===== config.mk =====
export PLATFORM = sky130hd
export DESIGN_NAME = regport_top
export DESIGN_NICKNAME = d
export VERILOG_FILES = /design/src/rtl/regport_pkg.sv /design/src/rtl/regport_init.sv /design/src/rtl/regport_fsm.sv /design/src/rtl/regport_bank.sv /design/src/rtl/regport_top.sv
export SDC_FILE = /design/constraint.sdc
export NUM_CORES = 1
export LEC_CHECK = 0
export ABC_AREA = 1
export BUFFER_PORTS_ARGS = -buffer_cell sky130_fd_sc_hd__buf_4
export CORE_UTILIZATION = 55
export DETAILED_ROUTE_END_ITERATION = 8
export PLACE_DENSITY = 0.79
export SLEW_MARGIN = 20
export SYNTH_ARGS = -nofsm -noshare
export SYNTH_HDL_FRONTEND = slang
export SYNTH_HIERARCHICAL = 1
export SYNTH_SLANG_ARGS = --single-unit

===== constraint.sdc =====
create_clock -name clk -period 1.6 [get_ports clk]
set_input_delay 0.48 -clock clk [delete_from_list [all_inputs] [get_ports clk]]
set_output_delay 0.48 -clock clk [all_outputs]
set_load 0.02 [all_outputs]

===== src/rtl/regport_pkg.sv =====
// Package: shared constants and the phase-sequencer state type of the
// tagged register port. Assumes a 2-bit phase tag on the upper bus bits.
package regport_pkg;

    localparam int TAG_W = 2;

    localparam logic [TAG_W-1:0] TAG_ADDR  = 2'b00;
    localparam logic [TAG_W-1:0] TAG_WDATA = 2'b11;
    localparam logic [TAG_W-1:0] TAG_RDATA = 2'b10;

    typedef enum logic [1:0] {
        PH_IDLE  = 2'd0,
        PH_DRIVE = 2'd1,
        PH_WDATA = 2'd2
    } phase_t;

endpackage


===== src/rtl/regport_init.sv =====
// Module: post-reset warm-up counter. Counts rising edges after reset is
// released and raises ready once INIT_EDGES of them have passed.
// Assumes a synchronous active-low reset on the port clock.
module regport_init #(
    parameter int INIT_EDGES = 3
) (
    input  logic clk,
    input  logic rst_n,
    output logic ready_o
);
    localparam int CNT_W = $clog2(INIT_EDGES + 1);
    localparam logic [CNT_W-1:0] CNT_DONE = CNT_W'(INIT_EDGES);

    logic [CNT_W-1:0] cnt_q;

    // Count warm-up edges, saturating at the limit.
    always_ff @(posedge clk) begin
        if (!rst_n) begin
            cnt_q <= '0;
        end else if (cnt_q != CNT_DONE) begin
            cnt_q <= cnt_q + 1'b1;
        end
    end

    assign ready_o = (cnt_q == CNT_DONE);

    AST_READY_HOLDS: assert property (@(posedge clk) disable iff (!rst_n)
        ready_o |=> ready_o);

endmodule


===== src/rtl/regport_fsm.sv =====
// Module: phase sequencer. Checks the tag of each bus word, captures the
// address, snapshots read data and drives it for one period, and issues
// a single write strobe on a correctly tagged data phase.
// Assumes the host keeps sel_anc high between accesses.
module regport_fsm
    import regport_pkg::*;
#(
    parameter int DATA_W = 8
) (
    input  logic                    clk,
    input  logic                    rst_n,
    input  logic                    ready_i,
    input  logic                    sel_anc,
    input  logic                    dir_rd,
    input  logic [TAG_W+DATA_W-1:0] bus_in,
    input  logic [DATA_W-1:0]       rd_data_i,
    output logic [DATA_W-1:0]       raddr_o,
    output logic                    we_o,
    output logic [DATA_W-1:0]       waddr_o,
    output logic [DATA_W-1:0]       wdata_o,
    output logic                    err_o,
    output logic [TAG_W+DATA_W-1:0] bus_out,
    output logic                    bus_oe
);
    phase_t            st_q;
    logic [DATA_W-1:0] addr_q;
    logic [DATA_W-1:0] rd_q;
    logic [TAG_W-1:0]  tag;
    logic [DATA_W-1:0] payload;

    assign tag     = bus_in[TAG_W+DATA_W-1:DATA_W];
    assign payload = bus_in[DATA_W-1:0];

    // Advance the access phase and capture address and read snapshot.
    always_ff @(posedge clk) begin
        if (!rst_n) begin
            st_q   <= PH_IDLE;
            addr_q <= '0;
            rd_q   <= '0;
        end else if (sel_anc) begin
            st_q <= PH_IDLE;
        end else begin
            case (st_q)
                PH_IDLE: begin
                    if (ready_i && tag == TAG_ADDR) begin
                        addr_q <= payload;
                        rd_q   <= rd_data_i;
                        st_q   <= dir_rd ? PH_DRIVE : PH_WDATA;
                    end
                end
                PH_DRIVE: st_q <= PH_IDLE;
                PH_WDATA: st_q <= PH_IDLE;
                default:  st_q <= PH_IDLE;
            endcase
        end
    end

    // Decode write strobe and tag errors for the current bus word.
    always_comb begin
        we_o  = 1'b0;
        err_o = 1'b0;
        if (!sel_anc) begin
            if (st_q == PH_IDLE && ready_i && tag != TAG_ADDR) begin
                err_o = 1'b1;
            end
            if (st_q == PH_WDATA) begin
                if (tag == TAG_WDATA) begin
                    we_o = 1'b1;
                end else begin
                    err_o = 1'b1;
                end
            end
        end
    end

    assign raddr_o = payload;
    assign waddr_o = addr_q;
    assign wdata_o = payload;
    assign bus_oe  = (st_q == PH_DRIVE);
    assign bus_out = bus_oe ? {TAG_RDATA, rd_q} : '0;

    AST_NO_EARLY_DRIVE: assert property (@(posedge clk) disable iff (!rst_n)
        !ready_i |=> !bus_oe);
    AST_DRIVE_ONE_PERIOD: assert property (@(posedge clk) disable iff (!rst_n)
        bus_oe |=> !bus_oe);
    AST_ANC_QUIET: assert property (@(posedge clk) disable iff (!rst_n)
        sel_anc |=> !bus_oe);
    AST_ANC_NO_STORE: assert property (@(posedge clk) disable iff (!rst_n)
        sel_anc |-> !we_o && !err_o);
    AST_WRITE_AFTER_ADDR: assert property (@(posedge clk) disable iff (!rst_n)
        we_o |-> $past(!sel_anc && !dir_rd && tag == TAG_ADDR));

endmodule


===== src/rtl/regport_bank.sv =====
// Module: register bank. Holds NREG byte registers. Address 0 is the
// sticky error flag and address 1 the live status flags, both read-only.
// The remaining registers are host-writable. Out-of-range addresses read
// zero. Assumes at most one write strobe per clock.
module regport_bank #(
    parameter int DATA_W    = 8,
    parameter int NREG      = 16,
    parameter int FLAG_W    = 5,
    parameter int TEST_ADDR = 13
) (
    input  logic              clk,
    input  logic              rst_n,
    input  logic              we_i,
    input  logic [DATA_W-1:0] waddr_i,
    input  logic [DATA_W-1:0] wdata_i,
    input  logic              err_i,
    input  logic [DATA_W-1:0] raddr_i,
    input  logic [FLAG_W-1:0] flags_i,
    output logic [DATA_W-1:0] rd_data_o,
    output logic [DATA_W-1:0] test_ctrl_o
);
    localparam int IDX_W     = $clog2(NREG);
    localparam int ERR_ADDR  = 0;
    localparam int FLAG_ADDR = 1;

    logic                           err_q;
    logic [NREG-1:0][DATA_W-1:0]    rd_vec;
    logic                           w_in_range;
    logic                           r_in_range;

    assign w_in_range = (waddr_i[DATA_W-1:IDX_W] == '0);
    assign r_in_range = (raddr_i[DATA_W-1:IDX_W] == '0);

    // Hold the tag-error flag until reset.
    always_ff @(posedge clk) begin
        if (!rst_n) begin
            err_q <= 1'b0;
        end else if (err_i) begin
            err_q <= 1'b1;
        end
    end

    for (genvar i = 0; i < NREG; i++) begin : g_reg
        if (i == ERR_ADDR) begin : g_err
            assign rd_vec[i] = {{(DATA_W-1){1'b0}}, err_q};
        end else if (i == FLAG_ADDR) begin : g_flag
            assign rd_vec[i] = {{(DATA_W-FLAG_W){1'b0}}, flags_i};
        end else begin : g_rw
            logic [DATA_W-1:0] q;
            // Store host data when this register is addressed.
            always_ff @(posedge clk) begin
                if (!rst_n) begin
                    q <= '0;
                end else if (we_i && w_in_range &&
                             waddr_i[IDX_W-1:0] == IDX_W'(i)) begin
                    q <= wdata_i;
                end
            end
            assign rd_vec[i] = q;
        end
    end

    assign rd_data_o   = r_in_range ? rd_vec[raddr_i[IDX_W-1:0]] : '0;
    assign test_ctrl_o = rd_vec[TEST_ADDR];

    AST_ERR_STICKY: assert property (@(posedge clk) disable iff (!rst_n)
        err_q |=> err_q);
    AST_TEST_WRITE_LANDS: assert property (@(posedge clk) disable iff (!rst_n)
        (we_i && waddr_i == DATA_W'(TEST_ADDR)) |=> test_ctrl_o == $past(wdata_i));
    AST_TEST_HOLDS: assert property (@(posedge clk) disable iff (!rst_n)
        !we_i |=> $stable(test_ctrl_o));

endmodule


===== src/rtl/regport_top.sv =====
// Module: top of the tagged shared-bus register port. Joins the warm-up
// counter, the phase sequencer and the register bank. The pad tri-state
// buffer sits outside and uses bus_out and bus_oe.
module regport_top #(
    parameter int DATA_W     = 8,
    parameter int NREG       = 16,
    parameter int FLAG_W     = 5,
    parameter int INIT_EDGES = 3,
    parameter int TEST_ADDR  = 13
) (
    input  logic              clk,
    input  logic              rst_n,
    input  logic              sel_anc,
    input  logic              dir_rd,
    input  logic [DATA_W+1:0] bus_in,
    output logic [DATA_W+1:0] bus_out,
    output logic              bus_oe,
    input  logic [FLAG_W-1:0] stat_flags,
    output logic [DATA_W-1:0] test_ctrl
);
    logic              ready;
    logic              we;
    logic              err;
    logic [DATA_W-1:0] raddr;
    logic [DATA_W-1:0] waddr;
    logic [DATA_W-1:0] wdata;
    logic [DATA_W-1:0] rd_data;

    regport_init #(.INIT_EDGES(INIT_EDGES)) u_init (
        .clk     (clk),
        .rst_n   (rst_n),
        .ready_o (ready)
    );

    regport_fsm #(.DATA_W(DATA_W)) u_fsm (
        .clk       (clk),
        .rst_n     (rst_n),
        .ready_i   (ready),
        .sel_anc   (sel_anc),
        .dir_rd    (dir_rd),
        .bus_in    (bus_in),
        .rd_data_i (rd_data),
        .raddr_o   (raddr),
        .we_o      (we),
        .waddr_o   (waddr),
        .wdata_o   (wdata),
        .err_o     (err),
        .bus_out   (bus_out),
        .bus_oe    (bus_oe)
    );

    regport_bank #(
        .DATA_W    (DATA_W),
        .NREG      (NREG),
        .FLAG_W    (FLAG_W),
        .TEST_ADDR (TEST_ADDR)
    ) u_bank (
        .clk         (clk),
        .rst_n       (rst_n),
        .we_i        (we),
        .waddr_i     (waddr),
        .wdata_i     (wdata),
        .err_i       (err),
        .raddr_i     (raddr),
        .flags_i     (stat_flags),
        .rd_data_o   (rd_data),
        .test_ctrl_o (test_ctrl)
    );

    AST_IN_RESET_QUIET: assert property (@(posedge clk)
        !rst_n |=> !bus_oe && bus_out == '0 && test_ctrl == '0);

endmodule


# Word level (Yosys, flattened, before mapping)
# Index checks and enable logic that the tools add are counted.
totals:
  regBits: 133
  input_bits: 19
  output_inout_bits: 19
  wordCells: 80
op_classes:
  n_addsub: 1
  n_lt_le_gt_ge: 1
  eq_ne: 19
  n_mux: 12
  bitwise: 3
  n_reduce_logical: 25
op_table:
  columns: ["operator", "n"]
  rows:
  - ["binary-select mux 8 bit (select 4 bit)", 1]
  - ["equality test 4 bit, second input constant", 8]
  - ["logical AND 1 bit", 18]
  - ["equality test 4 x 3 -> 1 bit, second input constant", 4]
  - ["2-to-1 mux 8 bit", 2]
  - ["2-to-1 mux 10 bit", 1]
  - ["equality test 4 x 2 -> 1 bit, second input constant", 2]
  - ["zero test 4 bit", 2]
  - ["2-to-1 mux 1 bit", 7]
  - ["equality test 2 bit, second input constant", 3]
  - ["< comparator 4 x 5 -> 1 bit, second input constant", 1]
  - ["zero test 2 bit", 2]
  - ["inverter 1 bit", 3]
  - ["AND reduction 3 bit", 1]
  - ["OR reduction 3 bit", 1]
  - ["adder 2 x 1 -> 2 bit, second input constant", 1]
  - ["equality test 2 x 1 -> 1 bit, second input constant", 1]
  - ["2-to-1 mux 2 bit", 1]
  - ["inequality test 2 bit, second input constant", 1]
  - ["nonzero test 2 bit", 1]

# Longest topological paths before layout
# Gate-level depths: netlist of run 1.
logic_depth:
  depth_word: 7
  ltp_mapped: 15
  ltp_nobuf: 12

# By module
# Netlist of run 1, hierarchy kept.
modules_own_cells:
  columns: ["module", "instances", "cells_per_inst", "area_each_um2", "seq_area_each_um2"]
  rows:
  - ["regport_bank", 1, 862, 5640.4, 2262.2]
  - ["regport_fsm", 1, 165, 1056.0, 360.3]
  - ["regport_init", 1, 14, 102.6, 40.0]

# Worst setup path after synthesis of run 1
# OpenSTA, ideal clock, no wires.
synth_timing:
  path_type: "flip-flop to output port"
  from: "register u_fsm.st_q[0]"
  to: "output bus_out[0]"
  arrival_time_ns: 1.303
  required_ns: 1.120
  setup_slack_ns: -0.183
  path_stages_with_launch: 5
  n_path_buf: 0
  cell_sequence: "dfxtp_1 -> inv_1 -> nor2_1 -> inv_1 -> nor2_1"
synth_via:
  elab_chain_cells: 2
synth_lines:
  columns: ["item", "line", "rtl"]
  rows:
  - ["start: declaration", "regport_fsm.sv:25", "phase_t st_q;"]
  - ["start signal: assignment", "regport_fsm.sv:48", "st_q <= dir_rd ? PH_DRIVE : PH_WDATA;"]
  - ["equality test 2 x 1 -> 1 bit", "regport_fsm.sv:79", "assign bus_oe = (st_q == PH_DRIVE);"]
  - ["named net bus_oe", "regport_top.sv:17", "output logic bus_oe,"]
  - ["2-to-1 mux 10 bit", "regport_fsm.sv:80", "assign bus_out = bus_oe ? {TAG_RDATA, rd_q} : '0;"]
  - ["end: declaration", "regport_top.sv:16", "output logic [DATA_W+1:0] bus_out,"]
# The timed path passes the listed nets, and every way through them passes these cells.

# Final worst setup path of run 1
layout_timing:
  from: "register u_fsm.st_q[0]"
  to: "output bus_out[6]"
layout_via:
  elab_chain_cells: 2
layout_lines:
  columns: ["item", "line"]
  rows:
  - ["equality test 2 x 1 -> 1 bit", "regport_fsm.sv:79"]
  - ["2-to-1 mux 10 bit", "regport_fsm.sv:80"]
# Every way passes these cells.

==> metrics.txt, run 1 <==
status finished with violations; failing checks negative setup slack; ys async rst share 0%; Slew Viols, Final 0; DR vias 6992; 1st-pass router iterations 6; pre-CTS setup slack -268 ps; layout cells sized above 1 27.0%; Slowest cell on crit path dfxtp_4; initial cell density of the core 56.6%; initial drt markers 791; register area share after synthesis 39.2%; Post-synth EDFFs 0; initial antenna violation count 0; CTS tree built; root buffer selected by CTS clkbuf_16; r2r startpoint u_fsm/st_q[0]; Critical Path End Type primary output; DRC viols 0; MaxCap Viol Count 0; Layout Nets 1123; I/O Buffers 36; Syn Inst Count 1041; top cells by area, synth dfxtp_1 39%, nand2_1 17%, nor2_1 9.6%, a21oi_1 6.9%, nand3_1 6.0%; Tmin final 1730 ps; core area 12000 sq um; drt wl/cell 16.5 um; syn_nets 1062; fmax 0.577 GHz; worst stage delay on the critical path 350 ps; hold-fix buffers at CTS 0; Tot GR Track Use 30.8%; Hold EP u_fsm/st_q[1]; clock skew 6.87 ps; area fraction in compound gates after synthesis 10.6%; number of global-route vias before repair 6246; clk_lat worst skew 430 ps; post-synthesis cell area 6800 sq um; Routed Antenna Nets 0; count leader, synth nand2_1; Avg Inst Size Synth 6.53 sq um; Die Width 113 um; routability congestion estimate 0.949; Startpoint Class flop; Synth top area share 39.2%; Max rail drop VDD 0.886 mV; placed inst area 7340 sq um; worst setup margin -134 ps; CP most frequent cell inv_4; Rows 40; Clock Tree Buf Depth 2; buffers plus inverters on the worst setup path 3; worst slew pin tran 665 ps; relative slew slack 55.5%; simple logic cell fraction of the synthesized area 36.7%; r2r endpoint u_bank/g_reg[3].g_rw.q[7]; CP Data Required Time 1120 ps; antenna cells 0; mux cell area share after synthesis 0%; power per cell area 898 nW/um^2; endpoints failing hold 0; LEAKAGE 3.51 nW; CP Cell Sequence inv_4, nor2_4, inv_4, nor2_1, buf_4; Adder-Cell Fraction of Synth Area 0.368%; first-pass GRT wire length 30.5 mm; Die Span Y 113 um; Layout Utilization 73.4%; die area 12800 sq um; WHS Path Cells 4; Post-synth top cells 311 x nand2_1, 174 x nor2_1, 133 x dfxtp_1, 98 x inv_1, 94 x a21oi_1; post-DP HPWL 12.1 mm; Netlist cell types 26; PnR Total Power 7.91 mW; hold crit path type in2reg; total congestion overflow 0; H-tree depth 4; Fin Hold WS 323 ps; clock-pin slew on the worst setup and hold paths 50 ps; Ports 38; largest family of logic cells by synthesized area simple AND/OR/NAND/NOR gates; Hold Path Origin dir_rd; family with the most delay on the worst path flip-flops; Inst Count DP 1207; Critical Path Fanout Max 8; Synth Register Bits 133; Final Setup Violations 92; post-route insts no fill 1262; Final TNS setup -3430 ps; ys flop type dfxtp_1; CP Data Arrival Time 1250 ps; TritonCTS Sinks 133; largest net degree at the start of global routing 40; Ys Warns 6; WL final 20.8 mm; Area growth syn-to-layout 29.6%; fin area 8810 sq um; Yosys top cell by area dfxtp_1; R2R depth 9; R2R Setup Slk -80 ps; DR vias/cell 5.54; Final Cycle Share 108%; Setup CP Type reg2out; CTS Buf Count 17; XOR/XNOR Fraction of Synth Area 0%; RSZ-0062 raised after global routing true
[worst reg2reg max path, cell delays in order, from the launching register on]
cell,delay (ps)
dfxtp_4,350
buf_4,150
nor4_4,270
nand2_2,120
inv_8,130
buf_12,170
nand2_8,90
clkinv_8,110
nand2_2,60
a21oi_2,160
[flip-flops by register name (all words and copies together) (netlist names)]
| name | flops |
|---|---|
| u_bank/g.g_rw.q | 104 |
| u_fsm/st_q | 2 |
| u_init/cnt_q | 2 |
| u_fsm/rd_q | 8 |
| u_fsm/waddr_o | 8 |
| u_bank/test_ctrl_o | 8 |
| u_bank/err_q | 1 |
[worst max path at each step]
stage                  startpoint                         end  slack [ps]  cells past startpoint
finish              u_fsm/st_q[0]                  bus_out[6]        -130                      5
global route        u_fsm/st_q[0]                  bus_out[7]        -190                      5
CTS                 u_fsm/st_q[0]                  bus_out[6]        -160                      5
detailed placement        sel_anc  u_bank/g_reg[10].g_rw.q[7]        -270                      8
global placement        bus_in[1]               u_fsm/rd_q[4]        -260                     12
floorplan           u_fsm/st_q[0]                  bus_out[0]         -50                      4
[cell type report]
| cell class | count | area (sq um) |
|---|---|---|
| clock buffer | 22 | 484 |
| clock inverter | 10 | 103 |
| fill | 921 | 3200 |
| inverter | 113 | 573 |
| multi-input combinational | 742 | 3830 |
| sequential | 133 | 2670 |
| tap | 147 | 184 |
| timing repair buffer | 95 | 975 |
[what timing repair did]
action	4_1_cts	5_1_grt
gates cloned	5	7
pin swaps	4	36
gates resized for setup	61	150
buffers inserted	8	8
setup endpoints to repair	43	125
[kinds of logic after synthesis]
family,Yosys count
flops,133
fa+ha+maj,2
buf+inv,177
compound gates,142
simple gates,586
other cells,1
[placed cells by master, fill, tap and decap left out, types with 7 or more instances in the layout]
cell type	count
nand2_1	268
nor2_1	165
dfxtp_1	131
inv_1	92
nand3_1	79
buf_4	65
a21oi_1	47
a21oi_2	47
nand2_2	41
o21ai_2	20
clkbuf_16	17
buf_12	17
o21ai_1	16
nand2_4	13
buf_6	13
nand2_8	12
o21ai_0	9
clkinv_8	9
nor2_2	8
clkinv_2	7
[per-layer routing]
metal	wire length, um	vias to the layer above	global-route usage (%)
li1	-	3356	-
met1	8200	3257	37.4
met2	10200	312	51.9
met3	1750	67	6.96
met4	727	0	14.6
met5	0	-	0
[report_power, final]
| part | internal, mW | total, mW | switching [mW] |
|---|---|---|---|
| clock | 2.43 | 3.86 | 1.43 |
| combinational | 0.247 | 0.704 | 0.457 |
| sequential | 3.33 | 3.35 | 0.0156 |
Note: power is estimated with default switching activity, not from simulation.
==> run 2: changes to the inputs <==
- PLACE_DENSITY: 0.79 -> 0.76
==> run 2 against run 1 <==
  * The run still ends with negative setup slack left
  * Sequential power hardly changed
  * Critical path depth stayed put
  * Wire length is 11% lower
  * Global-route usage is 0.44 points lower
  * Die area stayed put
  * Register-to-register slack better by 50 ps
  * Clock-buffer cell count is 3 higher
  * Core utilization is 6.8 points lower
==> metrics.txt, run 2 (same netlist as run 1, synthesis figures left out) <==
clock-pin slew on the worst setup and hold paths 50 ps (about the same); power per cell area 934 nW/um^2 (+4.1%); CP Cell Sequence buf_6, nor2_4, inv_4, nor2_1, buf_4; commonest non-fill, non-tap cells in the layout 308 x nand2_1, 167 x nor2_1, 131 x dfxtp_1; CP Data Arrival Time 1310 ps (+60 ps); Sw Share 24.0% (-0.061 points); LEAKAGE 3.16 nW (-10%); commonest non-fill, non-tap cell in the layout nand2_1; DR vias/cell 5.32 (-4.0%); Clock Tree Buf Depth 2 (unchanged); endpoints failing hold 0 (unchanged); Critical Path End Type primary output; failing checks negative setup slack; fin area 8000 sq um (-9.2%); Final Cycle Share 112% (+3.6 points); proportion of power drawn by flip-flops and latches 44.8% (+2.5 points); Net Sw Power 1.79 mW (-5.8%); post-DP HPWL 12.4 mm (+2.3%); I/O Buffers 36 (unchanged); WL final 18.5 mm (-11%); initial antenna violation count 0 (unchanged); Tmin final 1790 ps (+58.0 ps); r2r endpoint u_bank/g_reg[2].g_rw.q[7]; H-tree depth 4 (unchanged); clk_lat worst skew 420 ps (about the same); drt wl/cell 14.9 um (-9.9%); TritonCTS Sinks 133 (unchanged); hold crit path type in2reg; Layout Utilization 66.6% (-6.8 points); Layout Nets 1107 (-1.4%); root buffer selected by CTS clkbuf_16; largest net degree at the start of global routing 74 (+85%); CP Data Required Time 1120 ps (about the same); Area growth syn-to-layout 17.7%; worst stage delay on the critical path 320 ps (-30 ps); layout cells sized above 1 15.5% (-11 points); core area 12000 sq um (unchanged); die area 12800 sq um (unchanged); Slew Viols, Final 0 (unchanged); Clk pwr share 46.4% (-2.4 points); R2R depth 9 (unchanged); CTS tree built; initial cell density of the core 56.6% (unchanged); DR vias 6616 (-5.4%); R2R Setup Slk -30 ps (+50 ps); 1st-pass router iterations 6 (unchanged); Max rail drop VDD 0.870 mV (-1.8%); DRC viols 0 (unchanged); MaxCap Viol Count 0 (unchanged); first-pass GRT wire length 30.0 mm (-1.7%); Hold EP u_fsm/st_q[1]; PnR Total Power 7.47 mW (-5.5%); Cell Int Power 5.68 mW (-5.5%); antenna cells 0 (unchanged); WHS Path Cells 4 (unchanged); fmax 0.558 GHz (-3.2%); r2r startpoint u_fsm/st_q[1]; Routed Antenna Nets 0 (unchanged); Die Width 113 um (unchanged); max reg flops 104 (unchanged); Reg with most FFs u_bank/g.g_rw.q; Rows 40 (unchanged); Setup CP Type reg2out; Hold Path Origin dir_rd; Tot GR Track Use 30.4% (-0.44 points); RSZ-0062 raised after global routing true; number of global-route vias before repair 5995 (-4.0%); routability congestion estimate 0.880 (-7.2%); Slowest cell on crit path dfxtp_2; Ports 38 (unchanged); Final Setup Violations 13 (-86%); Critical Path Fanout Max 8 (unchanged); filler cell count 1081 (+17%); hold-fix buffers at CTS 0 (unchanged); CTS Buf Count 17 (unchanged); Final TNS setup -1700 ps (+1720 ps); placed inst area 7400 sq um (+0.85%); status finished with violations; Startpoint Class flop; Logic pwr share 8.8% (about the same); clock skew 7.94 ps (+1.07 ps); worst setup margin -192 ps (-58.0 ps); total congestion overflow 0 (unchanged); Die Span Y 113 um (unchanged); initial drt markers 596 (-25%)
[run 2: worst max-delay path by stage]
stage,start,to,cells past startpoint
finish,u_fsm/st_q[1],bus_out[3],5
floorplan,u_fsm/st_q[0],bus_out[0],4
global placement,bus_in[1],u_fsm/rd_q[6],12
detailed placement,bus_in[1],u_fsm/rd_q[6],12
global route,u_fsm/st_q[1],bus_out[3],5
CTS,u_fsm/st_q[1],bus_out[3],5
[run 2: per-layer routing]
layer	vias up	share of wire, %	global-route usage, %
met4	0	2.4	10.5
met2	223	48	49.5
met1	3044	44	39.1
met3	47	6.2	7.71
met5	-	0	0
li1	3302	-	-
[run 2: power groups by stage]
stage	Clock [mW]	Sequential (mW)	Combinational [mW]
2_1_floorplan	0	3.41	0.430
3_3_place_gp	0	3.42	0.637
5_1_grt	3.66	3.35	0.717
3_5_place_dp	0	3.42	0.640
4_1_cts	3.50	3.35	0.646
6_report	3.46	3.35	0.661
[run 2: area by class of cell]
| cell class | instances | area (sq um) | share of cell area (%) |
|---|---|---|---|
| repair buffers | 90 | 845 | 10.6 |
| clock buffers | 25 | 495 | 6.19 |
| well taps | 147 | 184 | 2.30 |
| inverters | 113 | 482 | 6.02 |
| clock inverters | 5 | 25.0 | 0.313 |
| flip-flops and latches | 133 | 2670 | 33.3 |
| multi-input cells | 731 | 3310 | 41.3 |
[run 2: repair_timing]
item	in CTS	in global routing
gates resized for setup	17	13
setup buffers	1	1
endpoints found under the hold margin	0	0
setup endpoints to repair	11	114
pin swaps	2	0
[run 2: metrics by stage]
step / worst slack, ps / cells / hold slack, ps
3_5_place_dp: -288 / 1212 / 454
6_report: -192 / 1244 / 328
4_1_cts: -204 / 1243 / 313
2_1_floorplan: -46.5 / 1041 / 440
3_3_place_gp: -241 / 1212 / 449
5_1_grt: -253 / 1244 / 338
[run 2: worst max-delay path, delay by kind of cell, from the launching register on]
kind	cells	cell delay (ps)
simple gates	2	220
buf+inv	3	340
flops	1	320
